$ cat config.mk
export PLATFORM = sky130hd
export DESIGN_NAME = wdog2s_top
export DESIGN_NICKNAME = d
export VERILOG_FILES = /design/src/rtl/wdog2s_pkg.sv /design/src/rtl/wdog2s_decode.sv /design/src/rtl/wdog2s_regs.sv /design/src/rtl/wdog2s_counter.sv /design/src/rtl/wdog2s_top.sv
export SDC_FILE = /design/constraint.sdc
export NUM_CORES = 1
export LEC_CHECK = 0
export ABC_AREA = 0
export BUFFER_PORTS_ARGS = -buffer_cell sky130_fd_sc_hd__buf_4
export CAP_MARGIN = 10
export CORE_ASPECT_RATIO = 0.7
export CORE_MARGIN = 2
export CORE_UTILIZATION = 52
export CTS_BUF_LIST = sky130_fd_sc_hd__clkbuf_16
export DETAILED_ROUTE_END_ITERATION = 10
export GPL_ROUTABILITY_DRIVEN = 1
export HOLD_SLACK_MARGIN = 0.15
export PLACE_DENSITY_LB_ADDON = 0.3
export RECOVER_POWER = 25
export SYNTH_ARGS = -nofsm -noshare
export SYNTH_HDL_FRONTEND = slang
export SYNTH_SLANG_ARGS = --single-unit
$ cat constraint.sdc
create_clock -name clk -period 5 [get_ports clk]
set_clock_uncertainty 0.05 [all_clocks]
set_input_delay 1 -clock clk [delete_from_list [all_inputs] [get_ports clk]]
set_output_delay 1 -clock clk [all_outputs]
set_load 0.02 [all_outputs]
$ cat src/rtl/wdog2s_pkg.sv
package wdog2s_pkg;
  localparam int unsigned ADDR_W = 12;

  localparam logic [ADDR_W-1:0] OFF_RELOAD = 12'h000;
  localparam logic [ADDR_W-1:0] OFF_COUNT  = 12'h004;
  localparam logic [ADDR_W-1:0] OFF_CTRL   = 12'h008;
  localparam logic [ADDR_W-1:0] OFF_SVC    = 12'h00C;
  localparam logic [ADDR_W-1:0] OFF_RAW    = 12'h010;
  localparam logic [ADDR_W-1:0] OFF_MASK   = 12'h014;
  localparam logic [ADDR_W-1:0] OFF_KEY    = 12'hC00;

  localparam int unsigned CTRL_W   = 2;
  localparam int unsigned CTRL_RUN = 0;
  localparam int unsigned CTRL_RST = 1;

  typedef struct packed {
    logic reload;
    logic ctrl;
    logic svc;
    logic key;
  } wr_hit_t;
endpackage

$ cat src/rtl/wdog2s_decode.sv
module wdog2s_decode
  import wdog2s_pkg::*;
(
  input  logic              psel,
  input  logic              penable,
  input  logic              pwrite,
  input  logic [ADDR_W-1:0] paddr,
  output wr_hit_t           hit
);
  logic wr_phase;

  assign wr_phase = psel & penable & pwrite;

  always_comb begin
    hit        = '0;
    hit.reload = wr_phase && (paddr == OFF_RELOAD);
    hit.ctrl   = wr_phase && (paddr == OFF_CTRL);
    hit.svc    = wr_phase && (paddr == OFF_SVC);
    hit.key    = wr_phase && (paddr == OFF_KEY);
  end
endmodule

$ cat src/rtl/wdog2s_regs.sv
module wdog2s_regs
  import wdog2s_pkg::*;
#(
  parameter int unsigned DATA_W = 32,
  parameter logic [DATA_W-1:0] UNLOCK_KEY = 32'h1ACCE551
) (
  input  logic              clk,
  input  logic              rst_n,
  input  wr_hit_t           hit,
  input  logic [DATA_W-1:0] wdata,
  output logic [DATA_W-1:0] reload_q,
  output logic [CTRL_W-1:0] ctrl_q,
  output logic              locked_q,
  output logic              reload_we,
  output logic              svc_we
);
  localparam logic [DATA_W-1:0] RELOAD_INIT = {DATA_W{1'b1}};

  logic open_w;

  assign open_w    = ~locked_q;
  assign reload_we = hit.reload & open_w;
  assign svc_we    = hit.svc & open_w;

  always_ff @(posedge clk or negedge rst_n) begin
    if (!rst_n) begin
      locked_q <= 1'b0;
    end else if (hit.key) begin
      locked_q <= (wdata != UNLOCK_KEY);
    end
  end

  always_ff @(posedge clk or negedge rst_n) begin
    if (!rst_n) begin
      reload_q <= RELOAD_INIT;
    end else if (reload_we) begin
      reload_q <= wdata;
    end
  end

  always_ff @(posedge clk or negedge rst_n) begin
    if (!rst_n) begin
      ctrl_q <= '0;
    end else if (hit.ctrl && open_w) begin
      ctrl_q <= wdata[CTRL_W-1:0];
    end
  end
endmodule

$ cat src/rtl/wdog2s_counter.sv
module wdog2s_counter #(
  parameter int unsigned DATA_W = 32
) (
  input  logic              clk,
  input  logic              rst_n,
  input  logic              run,
  input  logic              rst_en,
  input  logic [DATA_W-1:0] reload,
  input  logic              reload_we,
  input  logic [DATA_W-1:0] reload_val,
  input  logic              svc_we,
  output logic [DATA_W-1:0] cnt_q,
  output logic              flag_q,
  output logic              rst_q
);
  localparam logic [DATA_W-1:0] CNT_INIT = {DATA_W{1'b1}};

  logic at_zero;
  logic expire;

  assign at_zero = (cnt_q == '0);
  assign expire  = run & at_zero & ~reload_we & ~svc_we;

  always_ff @(posedge clk or negedge rst_n) begin
    if (!rst_n) begin
      cnt_q <= CNT_INIT;
    end else if (reload_we) begin
      cnt_q <= reload_val;
    end else if (svc_we || expire) begin
      cnt_q <= reload;
    end else if (run) begin
      cnt_q <= cnt_q - 1'b1;
    end
  end

  always_ff @(posedge clk or negedge rst_n) begin
    if (!rst_n) begin
      flag_q <= 1'b0;
    end else if (svc_we) begin
      flag_q <= 1'b0;
    end else if (expire) begin
      flag_q <= 1'b1;
    end
  end

  always_ff @(posedge clk or negedge rst_n) begin
    if (!rst_n) begin
      rst_q <= 1'b0;
    end else if (expire && flag_q && rst_en) begin
      rst_q <= 1'b1;
    end
  end
endmodule

$ cat src/rtl/wdog2s_top.sv
module wdog2s_top
  import wdog2s_pkg::*;
#(
  parameter int unsigned DATA_W = 32,
  parameter logic [DATA_W-1:0] UNLOCK_KEY = 32'h1ACCE551
) (
  input  logic              clk,
  input  logic              rst_n,
  input  logic              psel,
  input  logic              penable,
  input  logic              pwrite,
  input  logic [ADDR_W-1:0] paddr,
  input  logic [DATA_W-1:0] pwdata,
  output logic [DATA_W-1:0] prdata,
  output logic              irq_o,
  output logic              wdt_rst_o
);
  wr_hit_t           hit;
  logic [DATA_W-1:0] reload_q;
  logic [CTRL_W-1:0] ctrl_q;
  logic              locked_q;
  logic              reload_we;
  logic              svc_we;
  logic [DATA_W-1:0] cnt_q;
  logic              flag_q;
  logic              masked;

  wdog2s_decode u_dec (
    .psel    (psel),
    .penable (penable),
    .pwrite  (pwrite),
    .paddr   (paddr),
    .hit     (hit)
  );

  wdog2s_regs #(
    .DATA_W     (DATA_W),
    .UNLOCK_KEY (UNLOCK_KEY)
  ) u_regs (
    .clk       (clk),
    .rst_n     (rst_n),
    .hit       (hit),
    .wdata     (pwdata),
    .reload_q  (reload_q),
    .ctrl_q    (ctrl_q),
    .locked_q  (locked_q),
    .reload_we (reload_we),
    .svc_we    (svc_we)
  );

  wdog2s_counter #(
    .DATA_W (DATA_W)
  ) u_cnt (
    .clk        (clk),
    .rst_n      (rst_n),
    .run        (ctrl_q[CTRL_RUN]),
    .rst_en     (ctrl_q[CTRL_RST]),
    .reload     (reload_q),
    .reload_we  (reload_we),
    .reload_val (pwdata),
    .svc_we     (svc_we),
    .cnt_q      (cnt_q),
    .flag_q     (flag_q),
    .rst_q      (wdt_rst_o)
  );

  assign masked = flag_q & ctrl_q[CTRL_RUN];
  assign irq_o  = masked;

  always_comb begin
    prdata = '0;
    case (paddr)
      OFF_RELOAD: prdata = reload_q;
      OFF_COUNT:  prdata = cnt_q;
      OFF_CTRL:   prdata[CTRL_W-1:0] = ctrl_q;
      OFF_RAW:    prdata[0] = flag_q;
      OFF_MASK:   prdata[0] = masked;
      OFF_KEY:    prdata[0] = locked_q;
      default:    prdata = '0;
    endcase
  end
endmodule

# Word-level counts from Yosys, hierarchy flattened
# Cells that the tools add are included.
[word_totals]
in_bits = 49
regBits = 69
elab_cells = 45
[classes]
add_sub_neg = 1
n_bitwise = 11
n_reduce_logical = 12
n_mux = 8
eq_ne = 7
[op_table]
columns = ["operator", "count"]
rows = [
  ["$mux W32", 3],
  ["$pmux W30 S2", 1],
  ["$logic_not A32 Y1", 1],
  ["$ne A32 B29 Y1 const B", 1],
  ["$sub A32 B1 Y32 const B", 1],
  ["$eq A12 B4 Y1 const B", 2],
  ["$eq A12 B5 Y1 const B", 2],
  ["$eq A12 B12 Y1 const B", 1],
  ["$eq A12 B3 Y1 const B", 1],
  ["$logic_not A12 Y1", 1],
  ["$and A1 B1 Y1", 8],
  ["$logic_and A1 B1 Y1", 7],
  ["$pmux W1 S6", 1],
  ["$not A1 Y1", 3],
  ["$pmux W1 S3", 1],
  ["$reduce_bool A3 Y1", 1],
  ["$mux W1", 2],
  ["$reduce_bool A2 Y1", 1],
  ["$logic_or A1 B1 Y1", 1],
]

# Depth between registers and ports, before layout
[depth]
ltp_word = 10
mapped_depth = 11
depth_no_buf = 8

# Cells and area by module
# From an unflattened synthesis, not the netlist that was laid out.
[unflattened]
hier_cells = 500
area_unflattened_um2 = 5094.9
[by_module_without_submodules]
columns = ["module", "seq_area_each_um2", "area_each_um2", "cells_each", "n_inst"]
rows = [
  ["wdog2s_counter", 890.9, 2875.3, 338, 1],
  ["wdog2s_regs", 915.9, 1582.8, 90, 1],
  ["wdog2s_top", 0.0, 548.0, 61, 1],
  ["wdog2s_decode", 0.0, 88.8, 11, 1],
]

# Worst setup path after synthesis
# OpenSTA, ideal clock, no wires.
[synth_timing]
path_kind = "input -> output"
start = "input port paddr[9]"
end = "output port prdata[10]"
arrival_ns = 2.819
path_slack_ns = 1.131
required_time_ns = 3.950
stages = 6
cell_sequence = "or4_1 buf_2 nor4_1 nor3b_1 clkbuf_1 a22o_1"
[synth_via]
elab_chain_len = 2
elab_cells_between_ends = 3
classes_between = "eq/ne: 1; mux: 1; reduce/logical: 1"
[synth_rtl]
columns = ["item", "line", "source"]
rows = [
  ["start, declared", "wdog2s_top.sv:12", "input logic [ADDR_W-1:0] paddr,"],
  ["$eq A12 B3 Y1 / $logic_not A12 Y1 (equally long branches)", "wdog2s_top.sv:72", "case (paddr)"],
  ["$pmux W30 S2 *", "wdog2s_top.sv:72", ""],
  ["end, declared", "wdog2s_top.sv:14", "output logic [DATA_W-1:0] prdata,"],
]
# Every way passes the cells marked *; elsewhere a longest branch is shown, timed or not.

# Worst setup path in the final report
[layout_timing]
start = "input port paddr[9]"
end = "output port prdata[25]"
# Same word-level chain as after synthesis.

==> out/metrics.csv <==
metric,value,unit
met3 WL post-DR,1590,µm
CP max FO,31,
final max-slew violation count,0,
Final Hold Viols,0,
Crit. End Element,output pin,
Post-Synthesis Cells,549,
Avg WL per Cell,20.1,µm
leakage power,0.00247,µW
critical path type,in -> out,
top cell type's share of synthesized area,36.3,%
"area leader, netlist",dfstp_2,
vias in the first global route,4486,
Initial DRT Pass Iterations,7,
share of cells above drive strength 1,29.9,%
CTS tree,built,
pwr/cell area,224,mW/mm²
RSZ-0062 raised after global routing,false,
Final nets,662,
post-cts hold buffer count,0,
I/O pin total,83,
Initial Util,54.1,%
"FFs w/ async S/R, synth",100,%
CTS-repair resized insts,0,
WP data arrival,3180,ps
Final TNS setup,0,ps
fmax,237,MHz
reg2reg start,u_regs.ctrl_q[0],
Worst setup SP type,primary input,
Seq cells post-synth,69,
post-synthesis sequential area ratio,39.0,%
Final setup viols,0,
die height,82.9,µm
clk_lat worst skew,340,ps
CTS Buf Count,9,
Worst Slack Setup Final,775,ps
chip width,117,µm
min-delay src,u_regs.reload_q[27],
yosys warns,0,
Required @ worst endpoint,3950,ps
Routed WL,14800,µm
worst hold path type,reg -> reg,
Synth cell types,66,
clk sinks,69,
Critical path origin,paddr[9],
Routed Antenna Nets,0,
die area,0.00968,mm²
"Top FF cell, synth",dfstp_2,
Post-synth EDFFs,0,
Worst Tran Pin Value,1100,ps
Total GRT Usage,31.9,%
fin crit period,4230,ps
I/O Buffers,82,
H-tree Lvls,3,
DR WL met2,6580,µm
placed instance count,721,
Post-Syn Area,0.00463,mm²
Layout Cells excl Fill,736,
core region area,0.00855,mm²
via/cell ratio,6.53,
DRC,0,
met1 wire length,6440,µm
row count,28,
pre-CTS setup slack,822,ps
Post-DP HPWL,9860,µm
Overflow after GRT,0,
"Area growth, synth to finish",20.3,%
antenna fix cells,0,
reg2reg setup slack,1550,ps
gpl congestion,0.866,
post-synth net total,599,
Via Count,4803,
total of max-cap violations,0,
Avg Synthesized Cell Area,8.43,µm²
Final Util,65.1,%
top post-synthesis cells by area,"dfstp_2 (36%), nand2_1 (11%), a22o_1 (5.9%)",
clock tree root driver cell,clkbuf_16,
post-CTS setup repair buffer count,0,
largest net degree at the start of global routing,70,
Detailed Route Iter0 Violations,587,
period utilization,84.5,%
relative slew slack,26.7,%
initial antenna violation count,0,
status,completed,
clock-pin slew on the worst setup and hold paths,50,ps
maximum vdd drop,0.000177,V
top routing layer used,met4,
largest buffer count on any clock path,2,
first-pass GRT wire length,24000,µm
final hold slack,413,ps
==> registers in the layout, summed over array words and instances, names as in the netlist <==
| register | cells |
|---|---|
| u_cnt.flag_q | 1 |
| u_cnt.cnt_q | 32 |
| u_regs.locked_q | 1 |
| u_regs.ctrl_q | 2 |
| u_cnt.rst_q | 1 |
| u_regs.reload_q | 32 |
==> cells in the final DEF (no fill, tap or decap), types with 9 or more instances in the layout <==
cell / count
nor4_1: 9
nand3_1: 16
o21ai_0: 9
a22o_1: 31
nand4_1: 11
a21oi_1: 19
clkbuf_16: 9
nand2_1: 134
nor2_1: 37
dfstp_2: 64
inv_1: 10
nor3_1: 20
buf_4: 91
==> final timing paths <==
kind,endpoint,depth (start not counted)
hold / removal,u_regs.reload_q[27],2
hold reg to reg,u_regs.reload_q[27],2
setup / recovery,prdata[25],7
max in group asynchronous,u_regs.locked_q,1
setup reg to reg,u_cnt.cnt_q[14],7
min in group asynchronous,u_regs.ctrl_q[1],1
==> per-stage QoR <==
step	instance area [µm²]	power, µW
2_1_floorplan	4630	589
3_3_place_gp	5290	640
3_5_place_dp	5290	641
4_1_cts	5570	1250
5_1_grt	5570	1280
6_report	5570	1250
==> cells by family (layout without fill, tap and decap cells) <==
kind of cell    Yosys count  after routing  synth area share, %
xor+xnor                  4              4                0.757
flops                    69             69                 39.0
simple gates            283            283                 30.7
mux                       8              8                 1.84
buf+inv                  46            113                 4.60
compound gates          138            138                 22.8
fa+ha+maj                 1              1                0.270
==> power breakdown <==
group          internal [µW]  switching, µW  leakage, µW
registers                562          0.599     0.000719
logic                   33.6           38.0      0.00160
clock network            375            237     0.000146
==> Yosys cell counts (5+ instances only) <==
cell,instances
o211ai_1,7
inv_1,7
clkbuf_1,20
dfrtp_1,5
nor4_1,9
a22oi_1,8
a21oi_1,19
dfstp_2,64
a22o_1,31
and2_1,5
nand2_1,134
nor2_1,38
o31ai_1,6
buf_2,14
o21a_1,8
nand4_1,11
or4_1,5
nand3_1,16
nor4bb_1,5
o21ai_0,9
and3_1,6
nor3_1,20
a31oi_1,8
==> critical path, stage by stage <==
cell     delay, ps
buf_4          110
or4_1          730
nor4_1         330
nor3b_2        230
buf_4          400
a22o_1         220
buf_4          150
==> routing by layer <==
metal	up-vias	track usage, %
met5	-	0
met4	0	9.41
met3	21	7.52
met2	287	45.1
met1	2332	48.2
li1	2163	-
==> area by class of cell <==
cell class	count	area (µm²)
Clock buffer	9	225
Clock inverter	6	50.0
Fill cell	742	2980
Inverter	7	26.3
Multi-Input combinational cell	434	2620
Sequential cell	69	1810
Tap cell	120	150
Timing Repair Buffer	91	683
No activity file was read; power rests on OpenSTA's default activity.
